===== config.mk =====
export PLATFORM = sky130hd
export DESIGN_NAME = irq_filter_ctrl
export DESIGN_NICKNAME = d
export VERILOG_FILES = /design/src/rtl/irq_filter_ctrl.sv
export SDC_FILE = /design/constraint.sdc
export NUM_CORES = 1
export LEC_CHECK = 0
export ABC_AREA = 1
export CAP_MARGIN = 20
export CORE_UTILIZATION = 35
export DETAILED_ROUTE_END_ITERATION = 10
export GPL_TIMING_DRIVEN = 0
export PLACE_DENSITY = 0.53
export RECOVER_POWER = 100
export REMOVE_ABC_BUFFERS = 1
export SLEW_MARGIN = 20
export SYNTH_ARGS = -nofsm -noshare
export SYNTH_HDL_FRONTEND = slang
export SYNTH_SLANG_ARGS = --single-unit

===== constraint.sdc =====
create_clock -name clk -period 2.1 [get_ports clk]
set_input_delay 0.315 -clock clk [delete_from_list [all_inputs] [get_ports clk]]
set_output_delay 0.315 -clock clk [all_outputs]
set_load 0.05 [all_outputs]

===== src/rtl/irq_filter_ctrl.sv =====
module irq_filter_ctrl #(
  parameter int NUM_SRC   = 16,
  parameter int NUM_EXT   = 4,
  parameter int FILT_UNIT = 4,
  parameter int AW        = 3
) (
  input  logic                       clk,
  input  logic                       rst_n,
  input  logic [NUM_EXT-1:0]         ext_irq,
  input  logic [NUM_SRC-NUM_EXT-1:0] int_irq,
  input  logic                       reg_wr,
  input  logic [AW-1:0]              reg_addr,
  input  logic [NUM_SRC-1:0]         reg_wdata,
  output logic [NUM_SRC-1:0]         reg_rdata,
  output logic                       irq
);
  localparam int NI = NUM_SRC - NUM_EXT;
  localparam int CW = $clog2(15 * FILT_UNIT + 2);

  logic [NUM_SRC-1:0]   en, pend, set_vec, clr_vec;
  logic [2*NUM_EXT-1:0] trig;
  logic [4*NUM_EXT-1:0] fsel;
  logic [NUM_EXT-1:0]   filt, fprev;
  logic [NI-1:0]        int_prev;

  assign clr_vec = (reg_wr && reg_addr == AW'(1)) ? reg_wdata : '0;
  assign set_vec[NUM_SRC-1:NUM_EXT] = int_irq & ~int_prev;
  assign irq = |(pend & en);

  for (genvar i = 0; i < NUM_EXT; i++) begin : g_ext
    logic [CW-1:0] cnt, lim;
    logic          fq;
    assign lim = (fsel[4*i+:4] == 4'd0) ? CW'(1) : CW'(fsel[4*i+:4]) * CW'(FILT_UNIT);
    assign filt[i] = fq;
    always_ff @(posedge clk) begin
      if (!rst_n) begin
        cnt <= '0;
        fq  <= 1'b0;
      end else if (ext_irq[i] == fq) begin
        cnt <= '0;
      end else if (cnt + CW'(1) >= lim) begin
        cnt <= '0;
        fq  <= ext_irq[i];
      end else begin
        cnt <= cnt + CW'(1);
      end
    end
    always_comb begin
      case (trig[2*i+:2])
        2'b00:   set_vec[i] = fq & ~fprev[i];
        2'b01:   set_vec[i] = ~fq & fprev[i];
        2'b10:   set_vec[i] = fq;
        default: set_vec[i] = ~fq;
      endcase
    end

    a_r3_filter_follows_pin: assert property (@(posedge clk) disable iff (!rst_n)
      (fq != $past(fq)) |-> (fq == $past(ext_irq[i])));
    a_r5_high_level_sets: assert property (@(posedge clk) disable iff (!rst_n)
      (trig[2*i+:2] == 2'b10 && fq) |=> pend[i]);
    a_r5_low_level_sets: assert property (@(posedge clk) disable iff (!rst_n)
      (trig[2*i+:2] == 2'b11 && !fq) |=> pend[i]);
  end

  for (genvar j = 0; j < NI; j++) begin : g_int
    a_r6_only_clear_drops: assert property (@(posedge clk) disable iff (!rst_n)
      $fell(pend[NUM_EXT+j]) |-> $past(clr_vec[NUM_EXT+j]));
  end

  always_ff @(posedge clk) begin
    if (!rst_n) begin
      en       <= '0;
      pend     <= '0;
      trig     <= '0;
      fsel     <= '0;
      fprev    <= '0;
      int_prev <= '0;
    end else begin
      fprev    <= filt;
      int_prev <= int_irq;
      pend     <= (pend & ~clr_vec) | set_vec;
      if (reg_wr) begin
        case (reg_addr)
          AW'(0): en   <= reg_wdata;
          AW'(2): trig <= reg_wdata[2*NUM_EXT-1:0];
          AW'(3): fsel <= reg_wdata[4*NUM_EXT-1:0];
          default: ;
        endcase
      end
    end
  end

  always_comb begin
    reg_rdata = '0;
    case (reg_addr)
      AW'(0): reg_rdata = en;
      AW'(1): reg_rdata = pend;
      AW'(2): reg_rdata[2*NUM_EXT-1:0] = trig;
      AW'(3): reg_rdata[4*NUM_EXT-1:0] = fsel;
      AW'(4): reg_rdata = pend & en;
      default: ;
    endcase
  end

  a_r7_set_wins: assert property (@(posedge clk) disable iff (!rst_n)
    (|set_vec) |=> ((pend & $past(set_vec)) == $past(set_vec)));
  a_r8_masked_quiet: assert property (@(posedge clk) disable iff (!rst_n)
    (en == '0) |-> !irq);
endmodule


Yosys cells after proc, flatten, opt, wreduce, memory -nomap -nowiden
Index checks and enable logic that the tools add are counted.
{ "word_totals": {"inputBits": 38, "output_inout_bits": 17, "wordCells": 98, "register_bits": 100} }
{ "op_classes": {"order_cmp": 4, "bitwise_logic": 27, "reduce_logical": 22, "add_sub_neg": 4, "mux": 11, "n_eq_ne": 16} }
{ "ops": {"columns": ["cell", "n"], "rows": [
  ["8-bit case mux with 5 select lines", 1],
  ["16-bit bitwise AND", 2],
  ["8-bit case mux with 4 select lines", 1],
  ["6-bit by 1-bit adder with 6-bit output (second input constant)", 4],
  ["6-bit >= comparator", 4],
  ["6-bit 2-to-1 mux", 4],
  ["4-bit logical NOT", 4],
  ["16-bit 2-to-1 mux", 1],
  ["16-bit inverter", 1],
  ["16-bit bitwise OR", 1],
  ["16-bit OR reduction", 1],
  ["2-bit AND reduction", 7],
  ["1-bit inverter", 13],
  ["12-bit bitwise AND", 1],
  ["12-bit inverter", 1],
  ["1-bit case mux with 3 select lines", 4],
  ["3-bit OR reduction", 4],
  ["1-bit bitwise AND", 8],
  ["2-bit by 1-bit equality test with 1-bit output (second input constant)", 4],
  ["2-bit equality test (second input constant)", 4],
  ["2-bit logical NOT", 4],
  ["3-bit by 2-bit equality test with 1-bit output (second input constant)", 2],
  ["1-bit equality test", 4],
  ["3-bit by 1-bit equality test with 1-bit output (second input constant)", 1],
  ["3 further kinds", 3]
]} }

Depth between registers and ports, before layout
Gate-level depths: netlist of the first run.
{ "depth": {"word_depth": 6, "depth_mapped": 13, "mapped_depth_nobuf": 13} }

Least setup slack after synthesis of the first run
Ideal clock, no wire load.
{ "synth_timing": {"path_type": "input-to-output", "startpoint": "input reg_addr[1]", "endpoint": "output reg_rdata[10]", "slack_ns": 0.209, "cell_stages": 4, "n_path_buf": 1, "required_time_ns": 1.785, "arrival_time_ns": 1.576, "cell_sequence": "nor2_2 -> nand2_1 -> buf_2 -> o2111ai_1"} }
{ "synth_between": {"elab_chain_cells": 2, "word_cells_on_any_way": 5, "classes_between": "3 x eq/ne; 1 x mux; 1 x reduce/logical"} }
{ "synth_lines": {"columns": ["element", "line_no", "rtl"], "rows": [
  ["start: declaration", "12", "input logic [AW-1:0] reg_addr,"],
  ["3-bit equality test, or another cell as far along", "95", "case (reg_addr)"],
  ["8-bit case mux with 4 select lines (*)", "95", null],
  ["end: declaration", "14", "output logic [NUM_SRC-1:0] reg_rdata,"]
]} }
Mark *: on every way between the ends. The rest lies on a longest branch, timed or not.

Final worst setup path of the first run
{ "layout_timing": {"startpoint": "input reg_addr[0]", "endpoint": "output reg_rdata[12]"} }
Same word-level chain as after synthesis.

==> results.tsv, run 1 <==
stage	metric	value	unit
status	outcome	complete, no violations	
clock_network	Hold-fix buffers, CTS	0	
cells_and_area	fraction of layout cells with a size suffix above 1	0.09610	
yosys	syn_area_per_cell	6.932	µm²
timing	final setup vio count	0	
routing	1st-pass router iterations	5	
routing	Remaining DRCs	0	
worst_setup_path	Worst Path Arrival	1.70	ns
cells_and_area	Multi-input gate area	2527	µm²
worst_setup_path	slowest stage delay, CP	0.31	ns
yosys	Mapped Area	4964	µm²
global_route	GRT Overall Usage	0.1892	
timing	RSZ-0062 raised after global routing	no	
yosys	post-synth top area share	0.4033	
floorplan	row cnt	43	
routing	final wirelength	12.86	mm
timing	worst slew pin tran	0.7414	ns
clock_network	clock tree buffer depth	2	
worst_setup_path	Critical Path RT	1.78	ns
routing	Vias	4687	
worst_hold_path	HP Class	primary input to flip-flop	
yosys	Seq/Total Area, Yosys	0.4033	
power	Overall Power	4.281	mW
cells_and_area	P&R area growth vs syn	21.00	%
global_route	first-pass GRT wire length	21.47	mm
routing	Iteration-0 DRC Markers	240	
place	dpl hpwl	8.947	mm
cells_and_area	antenna cells	0	
clock_network	CTS tree	yes	
yosys	Cells after Synth	716	
yosys	Ys Warns	0	
power	VDD IR-drop max	438.8	µV
timing	Tcrit/Tclk final	0.9607	
floorplan	Die Span Y	121.1	µm
global_route	largest net degree at the start of global routing	34	
worst_setup_path	CP max stage cell	buf_2	
place	Placer Congestion	0.7782	
worst_setup_path	crit-path max FO	33	
floorplan	Initial Util	0.3576	
floorplan	Die Width	121.1	µm
global_route	number of global-route vias before repair	4455	
power	LEAKAGE	2.609	nW
timing	Hold Vio Cnt, Final	0	
timing	fin. max-slew vios	0	
power	Pwr per Cell Area	712.8	nW/µm²
yosys	Post-synth EDFFs	0	
routing	vias per cell	4.934	
yosys	most common cell in the netlist	nand2_1	
timing	Min Hold Slack	0.4344	ns
yosys	Synth area leader	dfxtp_1	
yosys	Netlist cell types	27	
run	Max Cap Viol	0	
timing	clock skew	0.006572	ns
timing	Max-Slew Margin vs Limit	0.5052	
clock_network	CTS Root Cell	clkbuf_16	
worst_setup_path	endpoint type of the worst setup path	output port	
timing	fmax	495.7	MHz
clock_network	insertion delay to the later sink of the worst-skew pair	0.35	ns
timing	crit path time final	2.018	ns
global_route	grt ovf	0	
floorplan	number of top-level pins	55	
yosys	post-synthesis async set-or-reset flop share	0	
clock_network	H-tree depth	3	
global_route	initial antenna violation count	0	
clock_network	CTS Buf Count	9	
clock_network	clock transition at the registers of the reported paths	0.07	ns
place	number of I/O port buffers	54	
yosys	most frequent cells after synthesis	202 x nand2_1, 100 x dfxtp_1, 92 x inv_1	
worst_setup_path	most frequent CP cell	nand2_1	
cells_and_area	# nets final	827	
floorplan	Die Area	14660	µm²
worst_setup_path	Setup crit start kind	primary input	
cells_and_area	Sequential Area	2004	µm²
clock_network	clk sinks	100	
worst_setup_path	Setup CP Type	primary input to output port	
routing	post-DR wirelength/cell	13.53	µm
cells_and_area	fillers	1449	
yosys	ys flop type	dfxtp_1	
yosys	flops & latches, synth	100	
routing	Routed Antenna Nets	0	
floorplan	Core ar.	13880	µm²
worst_setup_path	crit-path cells	dlygate4sd2_1 > nor2_4 > nand2_1 > bufinv_16 > nand2_1 > o2111ai_1 > buf_2	
yosys	largest cells by area after synthesis	dfxtp_1 40%, nand2_1 15%, inv_1 7.0%, nand3_1 6.2%, ha_1 6.0%	
## worst paths after layout
| kind | startpoint | endpoint | slack [ns] | depth (start not counted) |
|---|---|---|---|---|
| worst min register to register | g_ext[2].cnt[0] | g_ext[2].cnt[0] | 0.44 | 1 |
| worst min-delay path | rst_n | fprev[1] | 0.43 | 3 |
| worst max-delay path | reg_addr[0] | reg_rdata[12] | 0.08 | 7 |
| worst max register to register | g_ext[1].cnt[0] | g_ext[1].cnt[5] | 0.21 | 13 |
## area by class of cell
cell class,count,share of cell area
timing repair inverter,1,0.001042
timing repair buffer,59,0.08875
tap,180,0.03750
sequential,100,0.3337
inverter,95,0.06500
clock inverter,4,0.01208
multi-input combinational,499,0.4208
clock buffer,12,0.04104
## critical path, delay by kind of cell
family          cells  cell delay [ns]
compound gates      1             0.14
buf+inv             3             0.87
simple gates        3             0.36
## through the flow
step	cell area (µm²)	utilization	cells	TNS, ns	setup WS, ns
2_1_floorplan	4832	-	694	0	0.2181
3_3_place_gp	5598	0.4033	928	-140.87	-2.018
3_5_place_dp	5679	0.4091	931	-26.86	-1.064
4_1_cts	6012	0.4331	950	0	0.03228
5_1_grt	6006	0.4327	950	0	0.0009150
6_report	6006	0.4327	950	0	0.08247
## sequential cells by signal, indices dropped and copies added (netlist names)
register and cells:
g_ext.fq 4, pend 16, fsel 16, g_ext.cnt 24, fprev 4, trig 8
int_prev 12, en 16
## where the power goes
group	switching [mW]	internal, mW	leakage [nW]	total [mW]
registers	0.0597	1.97	0.818	2.03
logic	0.275	0.175	1.64	0.451
clock network	0.723	1.08	0.153	1.80
total	1.06	3.22	2.61	4.28
## layer usage
layer / global-route usage / vias up / part of all wire
met2: 0.3125 / 124 / 0.46
met3: 0.02538 / 13 / 0.046
met5: 0 / - / 0
li1: - / 2382 / -
met4: 0.07485 / 0 / 0.016
met1: 0.2484 / 2168 / 0.48
## layout by cell type, fill, tap and decap left out, types with 10 or more instances in the layout
master             n
nand2_1          197
dfxtp_1           98
inv_1             91
nor2_1            77
nand3_1           60
a21oi_1           46
clkdlybuf4s50_1   32
ha_1              24
o21ai_0           18
xor2_1            12
or2_2             12
clkbuf_2          12
nand4_1           10
## cell families (layout without fill, tap and decap cells)
group / after synthesis / count (layout) / synth area share
XOR/XNOR: 12 / 12 / 0.02117
buffers and inverters: 117 / 171 / 0.09831
AO/OA/AOI/OAI: 80 / 80 / 0.08823
AND/OR/NAND/NOR: 383 / 383 / 0.3285
flip-flops: 100 / 100 / 0.4033
adder cells (fa/ha/maj): 24 / 24 / 0.06050
## repair_timing
action,in CTS,in global routing
endpoints found under the setup margin,17,37
pin swaps,1,1
buffers inserted,2,0
resized for setup,105,15
gates cloned,1,0
Power figures use the tool's default switching activity.
==> run 2: changes to the inputs <==
SETUP_SLACK_MARGIN = 0.15   (was default)
clock period = 2.25 ns   (was 2.1 ns; I/O delays follow)
==> run 2 against run 1 <==
Worst setup slack better by 0.098 ns. Global-route usage hardly changed. Register-to-register slack improved by 0.09 ns. Routed wire length rose by 0.22%. Largest cell class unchanged. Via count shrank 0.45%.
==> results.tsv, run 2 (same netlist as run 1, synthesis figures left out) <==
stage	metric	value	unit	change
cells_and_area	antenna cells	0		unchanged
global_route	largest net degree at the start of global routing	34		unchanged
cells_and_area	fraction of layout cells with a size suffix above 1	0.09067		was 0.09610
clock_network	clock transition at the registers of the reported paths	0.07	ns	about the same
timing	fmax	483.2	MHz	
routing	Vias	4666		was 4687
cells_and_area	Sequential Area	2004	µm²	unchanged
status	outcome	complete, no violations		unchanged
run	Max Cap Viol	0		unchanged
cells_and_area	non-filler instance count after layout	952		was 950
cells_and_area	max reg flops	24		unchanged
clock_network	insertion delay to the later sink of the worst-skew pair	0.35	ns	about the same
power	Overall Power	4.000	mW	was 4.281 mW
worst_setup_path	Critical Path RT	1.91	ns	was 1.78 ns
clock_network	CTS tree	yes		unchanged
timing	final setup vio count	0		unchanged
timing	clock skew	0.008159	ns	was 0.006572 ns
cells_and_area	most frequent cells in the layout	201 x nand2_1, 98 x dfxtp_1, 91 x inv_1, 79 x nor2_1, 60 x nand3_1		was 197 x nand2_1, 98 x dfxtp_1, 91 x inv_1, 77 x nor2_1, 60 x nand3_1
timing	fin. max-slew vios	0		unchanged
timing	Tcrit/Tclk final	0.9198		
floorplan	Die Span Y	121.1	µm	unchanged
worst_setup_path	Setup crit start kind	primary input		unchanged
clock_network	H-tree depth	3		unchanged
global_route	grt ovf	0		unchanged
power	VDD IR-drop max	409.9	µV	was 438.8 µV
routing	Remaining DRCs	0		unchanged
routing	vias per cell	4.901		was 4.934
clock_network	clk sinks	100		unchanged
worst_setup_path	endpoint type of the worst setup path	output port		unchanged
cells_and_area	fillers	1448		was 1449
floorplan	Die Width	121.1	µm	unchanged
clock_network	CTS Buf Count	9		unchanged
worst_hold_path	HP Class	flip-flop to flip-flop		was primary input to flip-flop
cells_and_area	Multi-input gate area	2512	µm²	was 2527 µm²
global_route	initial antenna violation count	0		unchanged
timing	worst slew pin tran	0.7409	ns	was 0.7414 ns
cells_and_area	Most flops, register	g_ext.cnt		unchanged
worst_setup_path	crit-path max FO	12		was 33
floorplan	Initial Util	0.3576		unchanged
floorplan	Core ar.	13880	µm²	unchanged
timing	Max-Slew Margin vs Limit	0.5056		was 0.5052
timing	crit path time final	2.070	ns	
routing	post-DR wirelength/cell	13.53	µm	about the same
place	Placed Cells incl. Taps	931		unchanged
worst_setup_path	Worst Path Arrival	1.73	ns	was 1.70 ns
clock_network	CTS Root Cell	clkbuf_16		unchanged
routing	Iteration-0 DRC Markers	254		was 240
power	Pwr per Cell Area	666.8	nW/µm²	was 712.8 nW/µm²
floorplan	number of top-level pins	55		unchanged
routing	1st-pass router iterations	5		unchanged
place	Placer Congestion	0.7782		unchanged
cells_and_area	Layout Utilization	0.4322		was 0.4327
place	dpl hpwl	8.947	mm	unchanged
timing	Min Hold Slack	0.4404	ns	was 0.4344 ns
cells_and_area	P&R area growth vs syn	20.87	%	was 21.00%
power	LEAKAGE	2.609	nW	about the same
cells_and_area	# nets final	829		was 827
worst_setup_path	Setup CP Type	primary input to output port		unchanged
place	number of I/O port buffers	54		unchanged
timing	Hold Vio Cnt, Final	0		unchanged
timing	RSZ-0062 raised after global routing	no		unchanged
global_route	first-pass GRT wire length	21.49	mm	was 21.47 mm
global_route	number of global-route vias before repair	4455		unchanged
routing	final wirelength	12.88	mm	was 12.86 mm
cells_and_area	commonest non-fill, non-tap cell in the layout	nand2_1		unchanged
routing	Routed Antenna Nets	0		unchanged
floorplan	row cnt	43		unchanged
global_route	GRT Overall Usage	0.1893		was 0.1892
floorplan	Die Area	14660	µm²	unchanged
clock_network	clock tree buffer depth	2		unchanged
-- run 2: area by class of cell --
cell class	count	area share
Tap cell	180	0.03754
Clock buffer	12	0.04108
Timing Repair inverter	1	0.001043
Multi-Input combinational cell	499	0.4188
Inverter	95	0.06507
Timing Repair Buffer	61	0.09030
Clock inverter	4	0.01210
Sequential cell	100	0.3341
-- run 2: path summary, 6_finish.rpt --
check	cells past startpoint	to	start	slack, ns
max	8	reg_rdata[14]	reg_addr[0]	0.18
min	1	g_ext[2].cnt[0]	g_ext[2].cnt[0]	0.44
max reg2reg	13	g_ext[1].cnt[5]	g_ext[1].cnt[0]	0.30
min reg2reg	1	g_ext[2].cnt[0]	g_ext[2].cnt[0]	0.44
-- run 2: report_power, final --
group / switching, mW / total, mW / internal (mW) / leakage (nW)
registers: 0.0561 / 1.90 / 1.84 / 0.818
clock network: 0.681 / 1.69 / 1.00 / 0.153
logic: 0.255 / 0.419 / 0.164 / 1.64
-- run 2: metrics by stage --
stage	area [µm²]	worst slack [ns]	TNS, ns
6_report	6000	0.1804	0
5_1_grt	6000	0.08202	0
4_1_cts	6031	0.1580	0
3_5_place_dp	5679	-0.9590	-19.06
3_3_place_gp	5598	-1.890	-126.44
2_1_floorplan	4832	0.3231	0
-- run 2: timing repair --
action                     in CTS  in global routing
gates resized for setup       106                 15
hold buffers                    0                  0
buffers inserted                2                  2
setup endpoints to repair      17                 40
gates cloned                    1                  0
pin swaps                       2                  1
-- run 2: layer usage --
metal | GRT usage | vias to the layer above | wire [µm]
met3 | 0.02538 | 13 | 668
met1 | 0.2487 | 2153 | 6124
met5 | 0 | - | 0
met2 | 0.3125 | 118 | 5877
met4 | 0.07485 | 0 | 212
li1 | - | 2382 | -
-- run 2: critical path, stage by stage --
cell	delay (ns)
clkdlybuf4s15_1	0.25
inv_2	0.10
nor3_4	0.23
buf_12	0.16
buf_4	0.14
nand2_1	0.05
o2111ai_1	0.13
clkbuf_2	0.33
==> run 3: changes to the inputs <==
CORE_UTILIZATION = 25   (was 35)
PLACE_DENSITY = 0.41   (was 0.53)
==> run 3 against run 2 <==
Routed wire length grew 11%. Worst hold slack lost 0.011 ns. Global-route usage shrank 4.0 points. Maximum frequency shrank 3.8%. Critical path type unchanged. Highest routed layer unchanged.
==> results.tsv, run 3 (same netlist as run 1, synthesis figures left out) <==
stage	metric	value	unit	change
worst_setup_path	CP max stage cell	nor3_2		was clkbuf_2
worst_setup_path	CP startpoint	reg_addr[1]		was reg_addr[0]
routing	Iteration-0 DRC Markers	272		was 254
timing	clock skew	0.006792	ns	was 0.008159 ns
global_route	first-pass GRT wire length	22.93	mm	was 21.49 mm
timing	final setup vio count	0		unchanged
cells_and_area	fraction of layout cells with a size suffix above 1	0.1044		was 0.09067
cells_and_area	final std cell area, no fill	6192	µm²	was 6000 µm²
cells_and_area	antenna cells	0		unchanged
routing	Routed Antenna Nets	0		unchanged
routing	Remaining DRCs	0		unchanged
global_route	number of global-route vias before repair	4353		was 4455
clock_network	H-tree depth	3		unchanged
floorplan	Core ar.	19460	µm²	was 13880 µm²
routing	post-DR wirelength/cell	13.76	µm	was 13.53 µm
place	Placer Congestion	0.7629		was 0.7782
worst_setup_path	worst reg2reg startpoint	g_ext[1].cnt[2]		was g_ext[1].cnt[0]
timing	Min Hold Slack	0.4296	ns	was 0.4404 ns
cells_and_area	Multi-input gate area	2520	µm²	was 2512 µm²
cells_and_area	Layout Utilization	0.3182		was 0.4322
global_route	GRT Overall Usage	0.1491		was 0.1893
global_route	initial antenna violation count	0		unchanged
cells_and_area	# nets final	833		was 829
place	Placed Cells incl. Taps	1015		was 931
clock_network	clk sinks	100		unchanged
clock_network	Hold-fix buffers, CTS	0		unchanged
power	Pwr per Cell Area	655.5	nW/µm²	was 666.8 nW/µm²
place	dpl hpwl	9.760	mm	was 8.947 mm
cells_and_area	fillers	2124		was 1448
worst_setup_path	slowest stage delay, CP	0.46	ns	was 0.33 ns
cells_and_area	max reg flops	24		unchanged
routing	Vias	4629		was 4666
worst_setup_path	Reg2Reg Depth	11		was 13
clock_network	clock transition at the registers of the reported paths	0.07	ns	about the same
clock_network	clock tree buffer depth	2		unchanged
place	number of I/O port buffers	54		unchanged
worst_setup_path	critical path's top delay family	buffers and inverters		unchanged
worst_setup_path	CP Capture Point	reg_rdata[9]		was reg_rdata[14]
clock_network	CTS tree	yes		unchanged
cells_and_area	Most flops, register	g_ext.cnt		unchanged
clock_network	CTS Root Cell	clkbuf_16		unchanged
timing	Fin Setup TNS	0	ns	unchanged
routing	1st-pass router iterations	5		unchanged
cells_and_area	P&R area growth vs syn	24.75	%	was 20.87%
routing	final wirelength	14.33	mm	was 12.88 mm
worst_setup_path	Setup crit start kind	primary input		unchanged
timing	RSZ-0062 raised after global routing	no		unchanged
worst_setup_path	Worst Path Arrival	1.81	ns	was 1.73 ns
worst_hold_path	HP Class	primary input to flip-flop		was flip-flop to flip-flop
timing	worst slew pin tran	0.9765	ns	was 0.7409 ns
cells_and_area	non-filler instance count after layout	1041		was 952
cells_and_area	most frequent cells in the layout	200 x nand2_1, 97 x dfxtp_1, 91 x inv_1, 78 x nor2_1, 60 x nand3_1		was 201 x nand2_1, 98 x dfxtp_1, 91 x inv_1, 79 x nor2_1, 60 x nand3_1
floorplan	row cnt	51		was 43
worst_setup_path	Critical Path RT	1.91	ns	about the same
timing	fin. max-slew vios	0		unchanged
floorplan	number of top-level pins	55		unchanged
worst_setup_path	Setup CP Type	primary input to output port		unchanged
worst_setup_path	RR Endpoint	g_ext[1].cnt[0]		was g_ext[1].cnt[5]
cells_and_area	Sequential Area	2006	µm²	was 2004 µm²
run	Max Cap Viol	0		unchanged
worst_setup_path	R2R Setup Slk	0.31	ns	was 0.30 ns
power	VDD IR-drop max	373.9	µV	was 409.9 µV
floorplan	Die Area	20420	µm²	was 14660 µm²
clock_network	insertion delay to the later sink of the worst-skew pair	0.36	ns	was 0.35 ns
routing	vias per cell	4.447		was 4.901
worst_setup_path	endpoint type of the worst setup path	output port		unchanged
worst_setup_path	crit-path max FO	5		was 12
floorplan	Die Width	142.9	µm	was 121.1 µm
cells_and_area	commonest non-fill, non-tap cell in the layout	nand2_1		unchanged
timing	fmax	465.0	MHz	was 483.2 MHz
timing	Max-Slew Margin vs Limit	0.3490		was 0.5056
timing	Hold Vio Cnt, Final	0		unchanged
global_route	largest net degree at the start of global routing	37		was 34
timing	crit path time final	2.151	ns	was 2.070 ns
global_route	grt ovf	0		unchanged
worst_setup_path	CP Buf/Inv Count	4		was 5
status	outcome	complete, no violations		unchanged
clock_network	CTS Buf Count	9		unchanged
place	placed cell area	5744	µm²	was 5679 µm²
worst_setup_path	crit-path cells	buf_2 > nor3_2 > buf_6 > buf_16 > nand2_1 > o2111ai_1 > clkbuf_2		was clkdlybuf4s15_1 > inv_2 > nor3_4 > buf_12 > buf_4 > nand2_1 > o2111ai_1 > clkbuf_2
floorplan	Initial Util	0.2550		was 0.3576
power	LEAKAGE	2.652	nW	was 2.609 nW
floorplan	Die Span Y	142.9	µm	was 121.1 µm
timing	Tcrit/Tclk final	0.9559		was 0.9198
worst_setup_path	Stages on worst setup path	7		was 8
run 3: stage by stage:
stage	total power [mW]	worst slack [ns]
2_1_floorplan	2.137	0.3231
3_3_place_gp	2.340	-1.983
3_5_place_dp	2.353	-1.025
4_1_cts	4.127	0.1225
5_1_grt	4.245	0.07033
6_report	4.059	0.09927
run 3: timing repair:
item                                    CTS  global route
pin swaps                                 2             1
setup buffers                             5             1
gates cloned                              4             0
gates resized for setup                 116            24
endpoints found under the setup margin   33            40
run 3: cell type report:
type,instances,area share
tap,265,0.05355
timing repair buffer,64,0.09800
multi-input combinational,499,0.4070
sequential,100,0.3239
inverter,95,0.06304
clock inverter,6,0.01394
clock buffer,10,0.03859
timing repair inverter,2,0.002021
run 3: routing by layer:
layer,GRT usage,wire [µm]
met5,0,0
met4,0.04867,221
met3,0.02817,572
met2,0.2424,6650
met1,0.1972,6884
run 3: how the worst min path moves through the flow:
stage,startpoint,endpoint,slack (ns),depth (start not counted)
6_report,reg_wr,fsel[11],0.43,3
5_1_grt,reg_wr,en[5],0.45,3
4_1_cts,reg_wr,fsel[4],0.37,3
3_5_place_dp,g_ext[0].cnt[0],g_ext[0].cnt[0],0.46,1
3_3_place_gp,g_ext[1].cnt[0],g_ext[1].cnt[0],0.45,1
2_1_floorplan,g_ext[1].cnt[0],g_ext[1].cnt[0],0.43,1
run 3: power breakdown:
| part | internal (mW) | switching [mW] |
|---|---|---|
| combinational | 0.170 | 0.266 |
| sequential | 1.84 | 0.0550 |
| clock | 1.01 | 0.723 |
run 3: worst min-delay path, cell delays in order:
cell and delay, ns:
clkbuf_2 0.20, nand3_1 0.13, a21oi_1 0.06
